**src/rtl/eprom_burn_pkg.sv**
```systemverilog
package eprom_burn_pkg;

    typedef enum logic [3:0] {
        S_IDLE,
        S_RAMP_PROG,
        S_FETCH,
        S_PULSE,
        S_RECOVER,
        S_VERIFY,
        S_RAMP_CHECK,
        S_CHK_FETCH,
        S_CHK_READ,
        S_HALT
    } burn_state_t;

    // supply level request encodings
    localparam logic [1:0] LVL_NOM   = 2'b00;
    localparam logic [1:0] LVL_PROG  = 2'b01; // VPP programming / VCC 6.25 V
    localparam logic [1:0] LVL_CHECK = 2'b10; // 5.25 V on both

endpackage

```
**src/rtl/burn_timer.sv**
```systemverilog
module burn_timer #(
    parameter int W = 8
) (
    input  logic         clk,
    input  logic         rst_n,
    input  logic         load,
    input  logic [W-1:0] val,
    output logic         expired
);
    logic [W-1:0] cnt;

    always_ff @(posedge clk or negedge rst_n) begin
        if (!rst_n)
            cnt <= '0;
        else if (load)
            cnt <= val;
        else if (cnt != '0)
            cnt <= cnt - 1'b1;
    end

    assign expired = (cnt == '0);
endmodule

```
**src/rtl/burn_try_ctr.sv**
```systemverilog
module burn_try_ctr #(
    parameter int MAX_PULSES = 25
) (
    input  logic clk,
    input  logic rst_n,
    input  logic clr,
    input  logic inc,
    output logic at_cap
);
    localparam int CW = $clog2(MAX_PULSES + 1);

    logic [CW-1:0] cnt;

    always_ff @(posedge clk or negedge rst_n) begin
        if (!rst_n)
            cnt <= '0;
        else if (clr)
            cnt <= '0;
        else if (inc)
            cnt <= cnt + 1'b1;
    end

    assign at_cap = (cnt == CW'(MAX_PULSES));

    // the sequencer never pulses an address beyond the cap
    a_r8_within_cap: assert property (@(posedge clk) disable iff (!rst_n)
        cnt <= CW'(MAX_PULSES));
endmodule

```
**src/rtl/burn_addr_ctr.sv**
```systemverilog
module burn_addr_ctr #(
    parameter int ADDR_W = 13
) (
    input  logic              clk,
    input  logic              rst_n,
    input  logic              clr,
    input  logic              inc,
    output logic [ADDR_W-1:0] addr,
    output logic              last
);
    always_ff @(posedge clk or negedge rst_n) begin
        if (!rst_n)
            addr <= '0;
        else if (clr)
            addr <= '0;
        else if (inc)
            addr <= addr + 1'b1;
    end

    assign last = &addr;
endmodule

```
**src/rtl/eprom_burn_seq.sv**
```systemverilog
module eprom_burn_seq
    import eprom_burn_pkg::*;
#(
    parameter int ADDR_W     = 13,
    parameter int CLK_MHZ    = 100,
    parameter int PULSE_US   = 100,
    parameter int SETTLE_CYC = 16,
    parameter int MAX_PULSES = 25
) (
    input  logic              clk,
    input  logic              rst_n,
    input  logic              start,
    output logic              img_req,
    output logic [ADDR_W-1:0] img_addr,
    input  logic              img_valid,
    input  logic [7:0]        img_data,
    output logic              ce_n,
    output logic              oe_n,
    output logic              pgm_n,
    output logic [ADDR_W-1:0] prog_addr,
    output logic [7:0]        dq_out,
    output logic              dq_oe,
    input  logic [7:0]        dq_in,
    output logic [1:0]        vpp_sel,
    output logic [1:0]        vcc_sel,
    output logic              busy,
    output logic              done,
    output logic              fail,
    output logic [ADDR_W-1:0] fail_addr
);
    localparam int PULSE_CYC = CLK_MHZ * PULSE_US;
    localparam int TMR_TOP   = (PULSE_CYC > SETTLE_CYC) ? PULSE_CYC : SETTLE_CYC;
    localparam int TMR_W     = $clog2(TMR_TOP + 1);
    localparam logic [TMR_W-1:0] T_PULSE  = TMR_W'(PULSE_CYC - 1);
    localparam logic [TMR_W-1:0] T_SETTLE = TMR_W'(SETTLE_CYC - 1);

    burn_state_t       state, nxt;
    logic [7:0]        data_q;
    logic              fail_q;
    logic [ADDR_W-1:0] fail_addr_q;

    logic              tmr_load, tmr_done;
    logic [TMR_W-1:0]  tmr_val;
    logic              addr_clr, addr_inc, addr_last;
    logic [ADDR_W-1:0] addr;
    logic              try_clr, try_inc, try_cap;
    logic              data_cap, set_fail, clr_fail;
    logic              rd_match, rd_stuck;

    burn_timer #(.W(TMR_W)) u_timer (
        .clk(clk), .rst_n(rst_n), .load(tmr_load), .val(tmr_val), .expired(tmr_done)
    );

    burn_addr_ctr #(.ADDR_W(ADDR_W)) u_addr (
        .clk(clk), .rst_n(rst_n), .clr(addr_clr), .inc(addr_inc),
        .addr(addr), .last(addr_last)
    );

    burn_try_ctr #(.MAX_PULSES(MAX_PULSES)) u_tries (
        .clk(clk), .rst_n(rst_n), .clr(try_clr), .inc(try_inc), .at_cap(try_cap)
    );

    assign rd_match = (dq_in == data_q);
    assign rd_stuck = |(data_q & ~dq_in);

    // state and datapath registers
    always_ff @(posedge clk or negedge rst_n) begin
        if (!rst_n) begin
            state       <= S_IDLE;
            data_q      <= 8'hFF;
            fail_q      <= 1'b0;
            fail_addr_q <= '0;
        end else begin
            state <= nxt;
            if (data_cap)
                data_q <= img_data;
            if (clr_fail)
                fail_q <= 1'b0;
            else if (set_fail) begin
                fail_q      <= 1'b1;
                fail_addr_q <= addr;
            end
        end
    end

    // next state and control strobes
    always_comb begin
        nxt      = state;
        tmr_load = 1'b0;
        tmr_val  = T_SETTLE;
        addr_clr = 1'b0;
        addr_inc = 1'b0;
        try_clr  = 1'b0;
        try_inc  = 1'b0;
        data_cap = 1'b0;
        set_fail = 1'b0;
        clr_fail = 1'b0;
        unique case (state)
            S_IDLE, S_HALT: begin
                if (start) begin
                    nxt      = S_RAMP_PROG;
                    tmr_load = 1'b1;
                    addr_clr = 1'b1;
                    clr_fail = 1'b1;
                end
            end
            S_RAMP_PROG: begin
                if (tmr_done) nxt = S_FETCH;
            end
            S_FETCH: begin
                if (img_valid) begin
                    nxt      = S_PULSE;
                    data_cap = 1'b1;
                    try_clr  = 1'b1;
                    tmr_load = 1'b1;
                    tmr_val  = T_PULSE;
                end
            end
            S_PULSE: begin
                if (tmr_done) begin
                    nxt      = S_RECOVER;
                    try_inc  = 1'b1;
                    tmr_load = 1'b1;
                end
            end
            S_RECOVER: begin
                if (tmr_done) nxt = S_VERIFY;
            end
            S_VERIFY: begin
                if (rd_match) begin
                    if (addr_last) begin
                        nxt      = S_RAMP_CHECK;
                        addr_clr = 1'b1;
                        tmr_load = 1'b1;
                    end else begin
                        nxt      = S_FETCH;
                        addr_inc = 1'b1;
                    end
                end else if (rd_stuck || try_cap) begin
                    nxt      = S_HALT;
                    set_fail = 1'b1;
                end else begin
                    nxt      = S_PULSE;
                    tmr_load = 1'b1;
                    tmr_val  = T_PULSE;
                end
            end
            S_RAMP_CHECK: begin
                if (tmr_done) nxt = S_CHK_FETCH;
            end
            S_CHK_FETCH: begin
                if (img_valid) begin
                    nxt      = S_CHK_READ;
                    data_cap = 1'b1;
                    tmr_load = 1'b1;
                end
            end
            S_CHK_READ: begin
                if (tmr_done) begin
                    if (!rd_match) begin
                        nxt      = S_HALT;
                        set_fail = 1'b1;
                    end else if (addr_last) begin
                        nxt = S_HALT;
                    end else begin
                        nxt      = S_CHK_FETCH;
                        addr_inc = 1'b1;
                    end
                end
            end
            default: nxt = S_IDLE;
        endcase
    end

    // outputs decoded from the state
    always_comb begin
        ce_n    = 1'b1;
        oe_n    = 1'b1;
        pgm_n   = 1'b1;
        dq_oe   = 1'b0;
        img_req = 1'b0;
        vpp_sel = LVL_NOM;
        vcc_sel = LVL_NOM;
        unique case (state)
            S_IDLE, S_HALT: ;
            S_RAMP_PROG: begin
                vpp_sel = LVL_PROG;
                vcc_sel = LVL_PROG;
            end
            S_FETCH: begin
                vpp_sel = LVL_PROG;
                vcc_sel = LVL_PROG;
                img_req = 1'b1;
            end
            S_PULSE: begin
                vpp_sel = LVL_PROG;
                vcc_sel = LVL_PROG;
                ce_n    = 1'b0;
                pgm_n   = 1'b0;
                dq_oe   = 1'b1;
            end
            S_RECOVER, S_VERIFY: begin
                vpp_sel = LVL_PROG;
                vcc_sel = LVL_PROG;
                ce_n    = 1'b0;
                oe_n    = 1'b0;
            end
            S_RAMP_CHECK: begin
                vpp_sel = LVL_CHECK;
                vcc_sel = LVL_CHECK;
            end
            S_CHK_FETCH: begin
                vpp_sel = LVL_CHECK;
                vcc_sel = LVL_CHECK;
                ce_n    = 1'b0;
                oe_n    = 1'b0;
                img_req = 1'b1;
            end
            S_CHK_READ: begin
                vpp_sel = LVL_CHECK;
                vcc_sel = LVL_CHECK;
                ce_n    = 1'b0;
                oe_n    = 1'b0;
            end
            default: ;
        endcase
    end

    assign img_addr  = addr;
    assign prog_addr = addr;
    assign dq_out    = data_q;
    assign busy      = (state != S_IDLE) && (state != S_HALT);
    assign done      = (state == S_HALT);
    assign fail      = fail_q;
    assign fail_addr = fail_addr_q;

    // a program strobe only with both supplies raised and the bus driven
    a_r4_pulse_conditions: assert property (@(posedge clk) disable iff (!rst_n)
        !pgm_n |-> (vpp_sel == LVL_PROG && vcc_sel == LVL_PROG && !ce_n && oe_n && dq_oe));

    // reading never overlaps driving or programming
    a_r5_bus_turnaround: assert property (@(posedge clk) disable iff (!rst_n)
        !oe_n |-> (!dq_oe && pgm_n));

    // a finished address is followed by its successor
    a_r10_addr_step: assert property (@(posedge clk) disable iff (!rst_n)
        (state == S_VERIFY && nxt == S_FETCH) |=> (prog_addr == ADDR_W'($past(prog_addr) + 1'b1)));

    // a failure holds until a new start
    a_r12_fail_hold: assert property (@(posedge clk) disable iff (!rst_n)
        (fail && !start) |=> fail);

    // supplies at nominal and device deselected whenever not busy
    a_r13_idle_levels: assert property (@(posedge clk) disable iff (!rst_n)
        !busy |-> (vpp_sel == LVL_NOM && vcc_sel == LVL_NOM && ce_n && pgm_n));
endmodule

```
**config.mk**
```make
export PLATFORM = sky130hd
export DESIGN_NAME = eprom_burn_seq
export DESIGN_NICKNAME = d
export VERILOG_FILES = /design/src/rtl/eprom_burn_pkg.sv /design/src/rtl/burn_timer.sv /design/src/rtl/burn_try_ctr.sv /design/src/rtl/burn_addr_ctr.sv /design/src/rtl/eprom_burn_seq.sv
export SDC_FILE = /design/constraint.sdc
export NUM_CORES = 1
export LEC_CHECK = 0
export BUFFER_PORTS_ARGS = -buffer_cell sky130_fd_sc_hd__clkbuf_2
export CAP_MARGIN = 20
export CORE_MARGIN = 1
export CORE_UTILIZATION = 54
export CTS_CLUSTER_DIAMETER = 50
export CTS_CLUSTER_SIZE = 10
export DETAILED_ROUTE_END_ITERATION = 12
export PLACE_DENSITY_LB_ADDON = 0.05
export SYNTH_ARGS = -nofsm -noshare
export SYNTH_HDL_FRONTEND = slang
export SYNTH_SLANG_ARGS = --single-unit
```
**constraint.sdc**
```tcl
create_clock -name clk -period 4.1 [get_ports clk]
set_input_delay 0.41 -clock clk [delete_from_list [all_inputs] [get_ports clk]]
set_output_delay 0.41 -clock clk [all_outputs]
set_load 0.01 [all_outputs]
```
==> results_dict.tcl <==
set metrics [dict create \
    status "completed" \
    num_vias 2744 \
    wl_per_cell_um 15.1 \
    cts_buffers 9 \
    slew_headroom_pct 35.5 \
    crit_slowest_cell "nor2_2" \
    ctsHoldBuffers 0 \
    rsz0062_at_grt "false" \
    dp_cells 471 \
    rr_worst_depth 7 \
    max_stage_delay_ns 0.63 \
    htree_num_levels 3 \
    overflow 0 \
    finalNonFillerCells 487 \
    grt_max_degree 31 \
    r2r_start "u_timer.cnt[0]$_DFFE_PN0P_" \
    multi_input_area_sq_um 1690 \
    syn_area_sq_um 3400 \
    area_growth_pct 15.4 \
    critPathTopFamily "simple AND/OR/NAND/NOR gates" \
    hold_path.class "input port to asynchronous set/reset pin" \
    clk_pin_slew_ns 0.07 \
    drc 0 \
    skew_ns 0.00927 \
    grt_pass1_wl_mm 12.0 \
    ys_ff_latch 58 \
    syn_avg_cell_area_sq_um 9.87 \
    grt_pass1_vias 2475 \
    post_cts_resized 0 \
    reg2reg_slack_ns 1.31 \
    endpoint_kind "register" \
    cp_data_arrival_time_ns 3.01 \
    cp.depth 7 \
    num_rows 28 \
    worstPathCellList "inv_1, ha_1, nor4b_1, and4_1, a22oi_1, nor2_2, mux2_2" \
    synth_edf_count 0 \
    path_class "register to register" \
    crit_path_start_kind "register" \
    timing.critical_path.from "u_timer.cnt[0]$_DFFE_PN0P_" \
    final_cell_area_sq_um 3920 \
    drive_above_1_share_pct 32.0 \
    cts_buffer_depth 2 \
    synth_ff_type "dfrtp_1" \
    clockRootBuffer "clkbuf_8" \
    gp_congestion 0.821 \
    die_y_um 81.3 \
    dr.pass1.iters 4 \
    cts_tree "done" \
    preCtsSetupSlack_ns 1.33 \
    synth_warnings 0 \
    place_hpwl_mm 5.25 \
    ant_nets 0 \
    antenna_found_initial 0 \
    synthDistinctLibCells 55 \
    p_per_area_nw_per_um2 607 \
    post-route-min-period_ns 2.79 \
    rr_endpoint "fail_addr[7]$_DFFE_PN0P_" \
    insertion_delay_ns 0.33 \
    fmax_ghz 0.358 \
    grt_use_total_pct 24.3 \
    io_buffers 78 \
    ir_drop_v 0.000328 \
    dr.first_iter.drc_count 192 \
    hold_viol_final 0 \
    wl_mm 7.36 \
    cts_post_setup_buffers_inserted 0 \
    nets 440 \
    layout_common_cells "clkbuf_2 (78), dfrtp_1 (50), nor2_1 (28)" \
    cp_num_buf_inv 1 \
    drv_cap 0 \
    dpl_cell_area_sq_um 3710 \
    timing.final.ws_setup_ns 1.31 \
    worst_slew_pin_slew_ns 0.963 \
    final_max_slew_viol_count 0 \
    die_area_sq_um 6610 \
    seq_area_sq_um 1460 \
    tns_ns 0 \
    p_leak_uw 0.00190 \
    worst-path-max-fanout 14 \
    io_pins 79 \
    cp.required_ns 4.32 \
    synthesis.nets 377 \
    crit_end "fail_addr[7]$_DFFE_PN0P_" \
    vias_per_cell 5.63 \
    fill_cells 516 \
    layout_commonest_cell "clkbuf_2" \
    clkSinkCount 58 \
    fp.dieW_um 81.3 \
    antennaDiodeCount 0 \
    initial_core_util_pct 56.7 \
    setup_violations 0 \
    finalCritPeriodShare_pct 68.2 \
    core-area_sq_um 5990 \
    ys_seq_area_share_pct 43.0 \
    whs_ns 0.124 \
    netlist_instances 344 \
    ys_async_sr_fraction_pct 100 \
]
flip-flops by register name, summed over array words and instances, names as in the netlist:
name,cells
dq_out,8
fail,1
fail_addr,13
u_tries.cnt,5
u_addr.addr,13
state,4
u_timer.cnt,14
final cells by class:
cell class                      instances  area share, %
Inverter                               17           1.63
Multi-Input combinational cell        241           43.1
Tap cell                               75           2.39
Clock buffer                           14           4.40
Clock inverter                          2          0.894
Timing Repair Buffer                   80           10.3
Sequential cell                        58           37.3
report_power, final:
group	total, uW	internal [uW]	switching, uW
clock network	549	330	219
registers	952	746	207
logic	880	406	474
per-stage QoR:
step           util, %  total power (uW)
3_5_place_dp      62.0              1840
5_1_grt           65.4              2560
3_3_place_gp      62.0              1820
2_1_floorplan        -              1600
6_report          65.4              2380
4_1_cts           65.4              2400
routing by layer:
metal  share of wire, %  track usage [%]  vias to the layer above
li1                   -                -                     1351
met3                4.1             4.16                        7
met5                  0                0                        -
met2                 45             36.8                       74
met1                 50             34.4                     1312
met4               0.96             9.46                        0
Yosys cell counts, drive strengths merged (5+ instances only):
cell type | n | area share (%)
dfrtp | 50 | 37
nor2 | 29 | 3.3
buf | 23 | 4.8
a21oi | 22 | 3.2
mux2 | 22 | 7.3
nand2 | 19 | 2.1
inv | 17 | 1.9
ha | 13 | 4.8
nand3 | 13 | 1.9
o21ai | 11 | 1.6
xor2 | 11 | 2.8
nand4 | 9 | 1.8
o31ai | 9 | 2.0
dfstp | 8 | 6.2
nor4 | 8 | 2.1
or4 | 8 | 1.8
nand2b | 7 | 1.3
or3 | 7 | 1.3
nor2b | 6 | 1.1
nor3 | 6 | 0.88
clkbuf | 5 | 0.55
how the worst min path moves through the flow:
stage | depth (start not counted) | slack (ns) | endpoint
final | 1 | 0.12 | u_tries.cnt[1]$_DFFE_PN0P_
after global routing | 1 | 0.19 | u_timer.cnt[10]$_DFFE_PN0P_
after CTS | 1 | 0.14 | u_tries.cnt[1]$_DFFE_PN0P_
after detailed placement | 1 | 0.47 | fail$_DFFE_PN0P_
after global placement | 1 | 0.46 | fail$_DFFE_PN0P_
after floorplan | 0 | 0.11 | fail$_DFFE_PN0P_
cells by family after synthesis:
| kind of cell | after synthesis | synth area share [%] |
|---|---|---|
| AOI/OAI and AO/OA | 58 | 11.0 |
| muxes | 24 | 7.88 |
| adders and majority gates | 13 | 4.79 |
| xor gates and xnor gates | 14 | 3.61 |
| DFF | 58 | 43.0 |
| buffers and inverters | 45 | 7.26 |
| and+or+nand+nor | 132 | 22.4 |
(Power assumes the default switching activity.)
